## src/rtl/sgdma_pkg.sv

```systemverilog
`timescale 1ns/1ps
package sgdma_pkg;
  localparam int unsigned WORD_W   = 32;
  localparam int unsigned FLG_LINK = 31;
  localparam int unsigned FLG_SIZE = 30;
  localparam int unsigned FLG_BASE = 29;

  typedef enum logic [1:0] {
    ST_IDLE  = 2'd0,
    ST_CHECK = 2'd1,
    ST_ISSUE = 2'd2,
    ST_FETCH = 2'd3
  } eng_state_t;

  typedef enum logic [1:0] {
    SEL_LIST = 2'd0,
    SEL_LINK = 2'd1,
    SEL_BASE = 2'd2,
    SEL_SIZE = 2'd3
  } cfg_sel_t;

  typedef struct packed {
    logic link;
    logic size;
    logic base;
  } upd_flags_t;

  function automatic upd_flags_t decode_flags(input logic [WORD_W-1:0] w);
    upd_flags_t f;
    f.link = w[FLG_LINK];
    f.size = w[FLG_SIZE];
    f.base = w[FLG_BASE];
    return f;
  endfunction
endpackage

```

## src/rtl/sgdma_desc_regs.sv

```systemverilog
`timescale 1ns/1ps
module sgdma_desc_regs
  import sgdma_pkg::*;
#(
  parameter int AW = 32
) (
  input  logic              clk,
  input  logic              rst_n,
  input  logic              idle,
  input  logic              cfg_we,
  input  logic [1:0]        cfg_sel,
  input  logic [WORD_W-1:0] cfg_wdata,
  input  logic              ld_link,
  input  logic              ld_base,
  input  logic              ld_size,
  input  logic [WORD_W-1:0] ld_data,
  output logic [AW-1:0]     list_base,
  output logic [WORD_W-1:0] link_w,
  output logic [AW-1:0]     base_w,
  output logic [WORD_W-1:0] size_w
);
  logic sw_wr;
  assign sw_wr = idle && cfg_we;

  always_ff @(posedge clk) begin
    if (!rst_n) begin
      list_base <= '0;
      link_w    <= '0;
      base_w    <= '0;
      size_w    <= '0;
    end else if (sw_wr) begin
      case (cfg_sel_t'(cfg_sel))
        SEL_LIST: list_base <= cfg_wdata[AW-1:0];
        SEL_LINK: link_w    <= cfg_wdata;
        SEL_BASE: base_w    <= cfg_wdata[AW-1:0];
        SEL_SIZE: size_w    <= cfg_wdata;
        default:  ;
      endcase
    end else begin
      if (ld_link) link_w <= ld_data;
      if (ld_base) base_w <= ld_data[AW-1:0];
      if (ld_size) size_w <= ld_data;
    end
  end

  // outside idle, the base only moves on a descriptor load
  a_r9_base_frozen: assert property (@(posedge clk) disable iff (!rst_n)
    (!idle && !ld_base) |=> $stable(base_w));

  // the size field only changes on a flagged load while running
  a_r4_size_kept: assert property (@(posedge clk) disable iff (!rst_n)
    (!idle && !ld_size) |=> $stable(size_w));
endmodule

```

## src/rtl/sgdma_desc_rd.sv

```systemverilog
`timescale 1ns/1ps
module sgdma_desc_rd
  import sgdma_pkg::*;
#(
  parameter int AW = 32
) (
  input  logic              clk,
  input  logic              rst_n,
  input  logic              start,
  input  logic              abort,
  input  logic [AW-1:0]     desc_addr,
  input  upd_flags_t        flags,
  output logic              mem_req,
  output logic [AW-1:0]     mem_addr,
  input  logic              mem_rvalid,
  input  logic [WORD_W-1:0] mem_rdata,
  output logic              ld_link,
  output logic              ld_base,
  output logic              ld_size,
  output logic [WORD_W-1:0] ld_data,
  output logic              done
);
  localparam logic [1:0] IDX_LAST = 2'd2;

  logic       active, waiting;
  logic [1:0] idx;
  upd_flags_t flg_q;
  logic [AW-1:0] addr_q;
  logic need, got, step;

  always_comb begin
    case (idx)
      2'd0:    need = flg_q.link;
      2'd1:    need = flg_q.base;
      default: need = flg_q.size;
    endcase
  end

  assign mem_req  = active && !waiting && need;
  assign mem_addr = addr_q + AW'({idx, 2'b00});
  assign got      = active && waiting && mem_rvalid;
  assign step     = got || (active && !waiting && !need);
  assign done     = step && (idx == IDX_LAST);
  assign ld_link  = got && (idx == 2'd0);
  assign ld_base  = got && (idx == 2'd1);
  assign ld_size  = got && (idx == 2'd2);
  assign ld_data  = mem_rdata;

  always_ff @(posedge clk) begin
    if (!rst_n || abort) begin
      active  <= 1'b0;
      waiting <= 1'b0;
      idx     <= '0;
      flg_q   <= '0;
      addr_q  <= '0;
    end else if (start) begin
      active  <= 1'b1;
      waiting <= 1'b0;
      idx     <= '0;
      flg_q   <= flags;
      addr_q  <= desc_addr;
    end else begin
      if (mem_req) waiting <= 1'b1;
      if (got)     waiting <= 1'b0;
      if (step) begin
        if (idx == IDX_LAST) active <= 1'b0;
        else                 idx    <= idx + 2'd1;
      end
    end
  end

  // one outstanding read; a request is never repeated back to back
  a_r3_one_read: assert property (@(posedge clk) disable iff (!rst_n)
    mem_req |=> !mem_req);

  // descriptor words are fetched on word boundaries relative to the start
  a_r3_word_step: assert property (@(posedge clk) disable iff (!rst_n)
    (mem_req && !abort) |=> $stable(addr_q));
endmodule

```

## src/rtl/sgdma_align_chk.sv

```systemverilog
`timescale 1ns/1ps
module sgdma_align_chk
  import sgdma_pkg::*;
#(
  parameter int AW         = 32,
  parameter int SIZE_ALIGN = 32
) (
  input  logic [AW-1:0]     base,
  input  logic [WORD_W-1:0] size,
  input  logic              is_last,
  output logic              base_bad,
  output logic              size_bad
);
  localparam logic [WORD_W-1:0] SIZE_MASK = WORD_W'(SIZE_ALIGN - 1);

  assign base_bad = |base[1:0];
  assign size_bad = !is_last && ((size & SIZE_MASK) != '0);
endmodule

```

## src/rtl/sgdma_fetch.sv

```systemverilog
`timescale 1ns/1ps
module sgdma_fetch
  import sgdma_pkg::*;
#(
  parameter int AW         = 32,
  parameter int OFS_W      = 16,
  parameter int SIZE_ALIGN = 32
) (
  input  logic              clk,
  input  logic              rst_n,
  input  logic              cfg_we,
  input  logic [1:0]        cfg_sel,
  input  logic [31:0]       cfg_wdata,
  input  logic              ctrl_we,
  input  logic              ctrl_en,
  input  logic              ctrl_ll,
  output logic              mem_req,
  output logic [AW-1:0]     mem_addr,
  input  logic              mem_rvalid,
  input  logic [31:0]       mem_rdata,
  output logic              seg_valid,
  input  logic              seg_ready,
  output logic [AW-1:0]     seg_addr,
  output logic [31:0]       seg_len,
  output logic              seg_last,
  output logic              busy,
  output logic              err
);
  eng_state_t state;
  logic ll_q, err_q;
  logic abort, go;
  logic [AW-1:0]     list_base, base_w, desc_addr;
  logic [WORD_W-1:0] link_w, size_w, ld_data;
  logic ld_link, ld_base, ld_size, fetch_done, fetch_start;
  logic base_bad, size_bad, is_last;
  upd_flags_t flags;
  logic unused_link_bits;

  assign abort   = ctrl_we && !ctrl_en;
  assign go      = ctrl_we && ctrl_en;
  assign flags   = decode_flags(link_w);
  assign is_last = !ll_q || !flags.link;
  assign desc_addr = list_base + AW'(link_w[OFS_W-1:0]);
  assign fetch_start = (state == ST_ISSUE) && seg_ready && !is_last && !abort;
  assign unused_link_bits = ^link_w[FLG_BASE-1:OFS_W];

  sgdma_desc_regs #(.AW(AW)) u_regs (
    .clk(clk), .rst_n(rst_n), .idle(state == ST_IDLE),
    .cfg_we(cfg_we), .cfg_sel(cfg_sel), .cfg_wdata(cfg_wdata),
    .ld_link(ld_link), .ld_base(ld_base), .ld_size(ld_size), .ld_data(ld_data),
    .list_base(list_base), .link_w(link_w), .base_w(base_w), .size_w(size_w)
  );

  sgdma_desc_rd #(.AW(AW)) u_rd (
    .clk(clk), .rst_n(rst_n), .start(fetch_start), .abort(abort),
    .desc_addr(desc_addr), .flags(flags),
    .mem_req(mem_req), .mem_addr(mem_addr),
    .mem_rvalid(mem_rvalid), .mem_rdata(mem_rdata),
    .ld_link(ld_link), .ld_base(ld_base), .ld_size(ld_size), .ld_data(ld_data),
    .done(fetch_done)
  );

  sgdma_align_chk #(.AW(AW), .SIZE_ALIGN(SIZE_ALIGN)) u_chk (
    .base(base_w), .size(size_w), .is_last(is_last),
    .base_bad(base_bad), .size_bad(size_bad)
  );

  always_ff @(posedge clk) begin
    if (!rst_n) begin
      state <= ST_IDLE;
      ll_q  <= 1'b0;
      err_q <= 1'b0;
    end else if (abort) begin
      state <= ST_IDLE;
    end else begin
      case (state)
        ST_IDLE: if (go) begin
          state <= ST_CHECK;
          ll_q  <= ctrl_ll;
          err_q <= 1'b0;
        end
        ST_CHECK: if (base_bad || size_bad) begin
          err_q <= 1'b1;
          state <= ST_IDLE;
        end else begin
          state <= ST_ISSUE;
        end
        ST_ISSUE: if (seg_ready) state <= is_last ? ST_IDLE : ST_FETCH;
        ST_FETCH: if (fetch_done) state <= ST_CHECK;
        default:  state <= ST_IDLE;
      endcase
    end
  end

  assign seg_valid = (state == ST_ISSUE);
  assign seg_addr  = base_w;
  assign seg_len   = size_w;
  assign seg_last  = is_last;
  assign busy      = (state != ST_IDLE);
  assign err       = err_q;

  // an offered segment holds until taken
  a_r5_hold_payload: assert property (@(posedge clk) disable iff (!rst_n)
    (seg_valid && !seg_ready && !abort) |=>
      (seg_valid && $stable(seg_addr) && $stable(seg_len) && $stable(seg_last)));

  // no descriptor read while a segment is on offer
  a_r5_no_read_offered: assert property (@(posedge clk) disable iff (!rst_n)
    seg_valid |-> !mem_req);

  // a stop write idles the engine on the next edge
  a_r8_stop_idles: assert property (@(posedge clk) disable iff (!rst_n)
    abort |=> (!busy && !seg_valid));

  // an error never coincides with an offered segment
  a_r6_err_blocks: assert property (@(posedge clk) disable iff (!rst_n)
    $rose(err) |-> (!seg_valid && !busy));

  // single-buffer runs never touch memory
  a_r2_single_no_read: assert property (@(posedge clk) disable iff (!rst_n)
    (busy && !ll_q) |-> !mem_req);
endmodule

```

## config.mk

```make
export PLATFORM = sky130hd
export DESIGN_NAME = sgdma_fetch
export DESIGN_NICKNAME = d
export VERILOG_FILES = /design/src/rtl/sgdma_pkg.sv /design/src/rtl/sgdma_desc_regs.sv /design/src/rtl/sgdma_desc_rd.sv /design/src/rtl/sgdma_align_chk.sv /design/src/rtl/sgdma_fetch.sv
export SDC_FILE = /design/constraint.sdc
export NUM_CORES = 1
export LEC_CHECK = 0
export BUFFER_PORTS_ARGS = -buffer_cell sky130_fd_sc_hd__buf_2
export CORE_ASPECT_RATIO = 1.4
export CORE_MARGIN = 4
export CORE_UTILIZATION = 33
export CTS_CLUSTER_SIZE = 28
export DETAILED_ROUTE_END_ITERATION = 7
export SLEW_MARGIN = 25
export SYNTH_ARGS = -nofsm -noshare
export SYNTH_HDL_FRONTEND = slang
export SYNTH_SLANG_ARGS = --single-unit
```

## constraint.sdc

```tcl
create_clock -name clk -period 4.8 [get_ports clk]
set_clock_uncertainty 0.15 [all_clocks]
set_input_delay 0.48 -clock clk [delete_from_list [all_inputs] [get_ports clk]]
set_output_delay 0.48 -clock clk [all_outputs]
set_load 0.1 [all_outputs]
```

# Word-level counts from Yosys, hierarchy flattened
# Index checks and enable logic that the tools add are counted.
[classes]
reduce_logical = 52
add_sub_neg = 3
n_mux = 22
bitwise = 3
n_eq_ne = 15
[op_table]
columns = ["op", "count"]
rows = [
  ["two-way mux 32 bit", 9],
  ["adder 32 x 16 -> 32 bit", 1],
  ["adder 32 x 4 -> 32 bit", 1],
  ["nonzero test 32 bit", 1],
  ["logical AND 1 bit", 16],
  ["nonzero test 2 bit", 7],
  ["inequality test 2 bit, second input constant", 6],
  ["AND reduction 2 bit", 6],
  ["== test 2 bit, second input constant", 5],
  ["two-way mux 2 bit", 5],
  ["zero test 1 bit", 8],
  ["one-hot mux 2 bit (4 select lines)", 1],
  ["== test 2 x 1 -> 1 bit, second input constant", 3],
  ["zero test 2 bit", 3],
  ["AND reduction 3 bit", 2],
  ["OR reduction 2 bit", 3],
  ["two-way mux 1 bit", 5],
  ["logical OR 1 bit", 4],
  ["one-hot mux 1 bit (2 select lines)", 2],
  ["AND reduction 4 bit", 1],
  ["inverter 1 bit", 3],
  ["OR reduction 3 bit", 1],
  ["adder 2 x 1 -> 2 bit, second input constant", 1],
  ["inequality test 2 x 1 -> 1 bit, second input constant", 1],
]
[word_totals]
output_inout_bits = 101
wordCells = 109
inputBits = 74
reg_bits = 171

# Depth between registers and ports, before layout
[depth]
ltp_word = 8
mapped_depth = 10
ltp_nobuf = 8

# Hierarchy
# Synthesis repeated with hierarchy kept, for this count alone.
[hier_totals]
cells_unflattened = 987
area_unflattened_um2 = 8861.0
[modules_own_cells]
columns = ["mod", "n_inst", "cells_per_inst", "area_each_um2", "seq_area_each_um2"]
rows = [
  ["sgdma_desc_regs", 1, 521, 5123.7, 2562.5],
  ["sgdma_desc_rd", 1, 272, 2374.8, 780.7],
  ["sgdma_fetch", 1, 190, 1342.5, 80.1],
  ["sgdma_align_chk", 1, 4, 20.0, 0.0],
]

# Worst setup path before layout
# Ideal clock, no wire load.
[synth_timing]
kind = "reg-to-output"
startpoint = "reg u_rd.idx[0]"
endpoint = "out mem_addr[26]"
path_buffers = 0
stages_incl_launch_ff = 9
path_slack_ns = 0.984
t_required_ns = 4.170
arrival_time_ns = 3.186
path_cell_list = "dfxtp_1 -> ha_1 -> fa_1 -> nand3_1 -> nor2_1 -> and2_1 -> nor2b_1 -> nand3_1 -> xnor2_1"
[synth_between]
elab_chain_cells = 1
[synth_lines]
columns = ["element", "line", "source"]
rows = [
  ["from (decl)", "sgdma_desc_rd.sv:26", "logic [1:0] idx;"],
  ["from (signal assigned)", "sgdma_desc_rd.sv:67", "else idx <= idx + 2'd1;"],
  ["adder 32 x 4 -> 32 bit", "sgdma_desc_rd.sv:40", "assign mem_addr = addr_q + AW'({idx, 2'b00});"],
  ["to (decl)", "sgdma_fetch.sv:18", "output logic [AW-1:0] mem_addr,"],
]
# Every way passes these cells.

# Worst setup path in the final report
# Same ends and word-level chain as after synthesis.

==> qor.log <==
INFO  clocking       number_of_cts_inserted_buffers=17
INFO  hold_path      hold_path.class=input port to flop
INFO  global_route   largest_net_degree_at_the_start_of_global_routing=83
INFO  cells_and_area total_number_of_nets_in_the_final_design=1,151
INFO  global_route   global_route.usage.met1=20.1%
INFO  power          clock_power_share=42.5%
INFO  critical_path  path_cells=ha_1 -> fa_1 -> nand3_1 -> nor2_1 -> and2_1 -> nor2b_1 -> nand3_1 -> xnor2_1 -> buf_2
INFO  place          gp_congestion=0.879
INFO  yosys          ys_ff_latch=158
INFO  power          power.density=345nW/um^2
INFO  die            rows=67
INFO  yosys          synthCells=910
INFO  yosys          syn-mean-instance-area=8.86squm
INFO  clocking       clk_latency=0.42ns
INFO  critical_path  critical_path_peak_fanout=4
INFO  timing         relSlewSlack=36.5%
INFO  critical_path  critical_path_end_type=primary output
INFO  clocking       number_of_buffers_inserted_to_repair_setup_after_cts=0
INFO  detailed_routing route.vias.total=7,054
INFO  clocking       gates_resized_cts_repair=0
INFO  critical_path  critical_path.most_common_cell=nand3_1
INFO  yosys          postSynth.topFlopCell=dfxtp_1
INFO  yosys          ys.warnings.count=0
INFO  timing         holdWs=0.164ns
INFO  detailed_routing drt_pass1_iterations=5
INFO  power          max-vdd-ir-drop=0.205mV
INFO  power          share_comb_of_total_power=16.2%
INFO  timing         final_min_period_over_clock_period=75.5%
INFO  timing         timing.final.max_slew_violations=0
INFO  detailed_routing ant_nets=0
INFO  critical_path  reg2regPathDepth=7
INFO  die            floorplan.die_area=27,000squm
INFO  detailed_routing vias_per_cell=5.13
INFO  global_route   grt_antenna_before_repair=1
INFO  timing         final_hold_viol_count=0
INFO  timing         period_needed=3.62ns
INFO  detailed_routing detailedRoute.firstIterationViolations=307
INFO  die            initial_utilization=33.6%
INFO  yosys          post-synth-top-area-cell=dfxtp_1
INFO  power          power.switching=974uW
INFO  yosys          synth_sequential_area_ratio=39.2%
INFO  critical_path  crit_required=4.17ns
INFO  detailed_routing drt_wl_total=23.6mm
INFO  clocking       hold_buffers=0
INFO  timing         setup_violations=0
INFO  yosys          synth-async-reset-ratio=0%
INFO  clocking       cts.htree.levels=4
INFO  clocking       clkTransAtPathRegs=0.06ns
INFO  power          swShare=28.9%
INFO  place          place.port_buffers=174
INFO  yosys          synthTopCellsByCount=nand2_1, dfxtp_1, o211a_1
INFO  hold_path      hold_depth=3
INFO  power          seq_power_share=41.3%
INFO  detailed_routing route.detailed.wl_per_inst=17.2microns
INFO  timing         max_slew.worst_pin.slew=0.951ns
INFO  die            pin_count=175
INFO  critical_path  worstSetupPathType=flop to primary output
INFO  die            die-width=140microns
INFO  yosys          synth-edff-count=0
INFO  clocking       clockRootBuffer=clkbuf_16
INFO  status         run_status=complete, no violations
INFO  timing         final.setup.tns=0ns
INFO  die            die_y=193microns
INFO  cells_and_area drive_above_1_share=23.5%
INFO  global_route   via_count_of_the_first_global_routing_pass=6,901
INFO  critical_path  critPathMaxStageDelay=0.45ns
INFO  yosys          syn_area=8060squm
INFO  place          post-dp-hpwl=18.1mm
INFO  cells_and_area fin_util=40.8%
INFO  clocking       cts-root-to-sink-buffers=2
INFO  cells_and_area area_growth=21.4%
INFO  global_route   grt_use_total=17.2%
INFO  global_route   most_heavily_used_metal_layer_in_global_routing=met2
INFO  timing         grt_setup_unrepaired=no
INFO  yosys          top_area_cells_in_the_synthesized_netlist=dfxtp_1, o211a_1, nand2_1
INFO  critical_path  worstSetupStartpointType=flop
INFO  die            core_region_area=24,000squm
INFO  timing         max_freq=276MHz
INFO  yosys          yosys.cell_count.top_type=nand2_1
INFO  power          static_leakage=5.08nW
INFO  power          internal_power=2.40mW
INFO  global_route   wire_length_of_the_first_global_routing_pass=37.1mm
INFO  yosys          synth_cell_types=66
INFO  clocking       cts_tree=done
INFO  clocking       numClockSinks=158
INFO  detailed_routing detail_route.drc_violations=0
INFO  global_route   grt_total_ovfl=0
INFO  yosys          synth_top_area_share=39.2%
INFO  global_route   gr-usage-met3=3.94%
INFO  global_route   met2_usage=30.6%
INFO  flow_run       maxCapViolations=0
INFO  critical_path  worst_ep_arrival_time=2.99ns
INFO  critical_path  cp_slowest_cell=buf_2
INFO  yosys          mappedNetlistNets=1,011
final timing paths:
path	start	slack (ns)	to
worst max-delay path	u_rd.idx[0]$_SDFFE_PP0P_	1.18	mem_addr[26]
worst min-delay path	ctrl_ll	0.16	ll_q$_SDFFE_PN0P_
worst max register to register	state[0]$_SDFFE_PP0P_	1.87	u_regs.base_w[2]$_SDFFE_PN0P_
worst min register to register	u_regs.list_base[14]$_SDFFE_PN0P_	0.32	u_regs.list_base[14]$_SDFFE_PN0P_
sequential cells by signal, indices dropped and copies added, names as in the netlist:
signal / flops
u_rd.waiting: 1
u_rd.addr_q: 32
ll_q: 1
u_rd.idx: 2
u_rd.flg_q: 3
u_regs.link_w: 19
state: 2
u_rd.active: 1
err: 1
u_regs.list_base: 32
u_regs.size_w: 32
u_regs.base_w: 32
power groups by stage:
stage / registers (mW) / logic (mW) / clock network, mW
after floorplan: 1.63 / 0.202 / 0
after global placement: 1.42 / 0.547 / 0
after detailed placement: 1.43 / 0.548 / 0
after CTS: 1.40 / 0.550 / 1.47
after global routing: 1.40 / 0.581 / 1.53
final: 1.40 / 0.547 / 1.43
worst max-delay path: cells and delay by family, from the launching register on:
family                     cells  cell delay [ns]
buffers and inverters          1             0.45
DFF                            1             0.39
and+or+nand+nor                5             1.14
xor gates and xnor gates       1             0.15
adders and majority gates      2             0.43
cell usage in the layout, fill, tap and decap left out, types with 11 or more instances in the layout:
| master | count |
|---|---|
| nand2_1 | 182 |
| buf_2 | 173 |
| dfxtp_1 | 158 |
| o211a_1 | 84 |
| a21oi_1 | 44 |
| o21ai_0 | 39 |
| xnor2_1 | 36 |
| a21boi_0 | 34 |
| mux2i_1 | 34 |
| nor2_1 | 28 |
| nand3_1 | 25 |
| ha_1 | 25 |
| clkbuf_16 | 17 |
| xor2_1 | 14 |
| inv_1 | 13 |
| and3_1 | 11 |
| buf_4 | 11 |
per-layer routing:
metal  up-vias  share of wire, %
met1      3328                42
met5         -                 0
li1       3536                 -
met2       155                51
met4         0               2.5
met3        35               4.3
final cells by class:
class	instances	area, sq um
Fill cell	2518	14200
Multi-Input combinational cell	676	4600
Sequential cell	158	3160
Timing Repair Buffer	184	948
Clock buffer	20	467
Tap cell	310	388
Clock inverter	11	164
Inverter	13	48.8
Antenna cell	2	5.00
cells by family (layout without fill, tap and decap cells):
logic type / after synthesis / in the layout / synth area share [%]
xor gates and xnor gates: 50 / 50 / 5.43
buffers and inverters: 76 / 228 / 4.11
and+or+nand+nor: 302 / 302 / 17.1
AOI/OAI and AO/OA: 261 / 261 / 25.2
muxes: 36 / 36 / 4.50
DFF: 158 / 158 / 39.2
adders and majority gates: 27 / 27 / 4.38
other: 0 / 2 / 0
stage by stage:
stage	area, sq um	cells	setup WS, ns	power, mW
2_1_floorplan	8060	910	0.984	1.83
3_3_place_gp	9150	1341	1.60	1.97
3_5_place_dp	9150	1341	1.56	1.97
4_1_cts	9780	1372	1.10	3.42
5_1_grt	9780	1373	0.898	3.51
6_report	9780	1374	1.18	3.38
No activity file was read; power rests on OpenSTA's default activity.
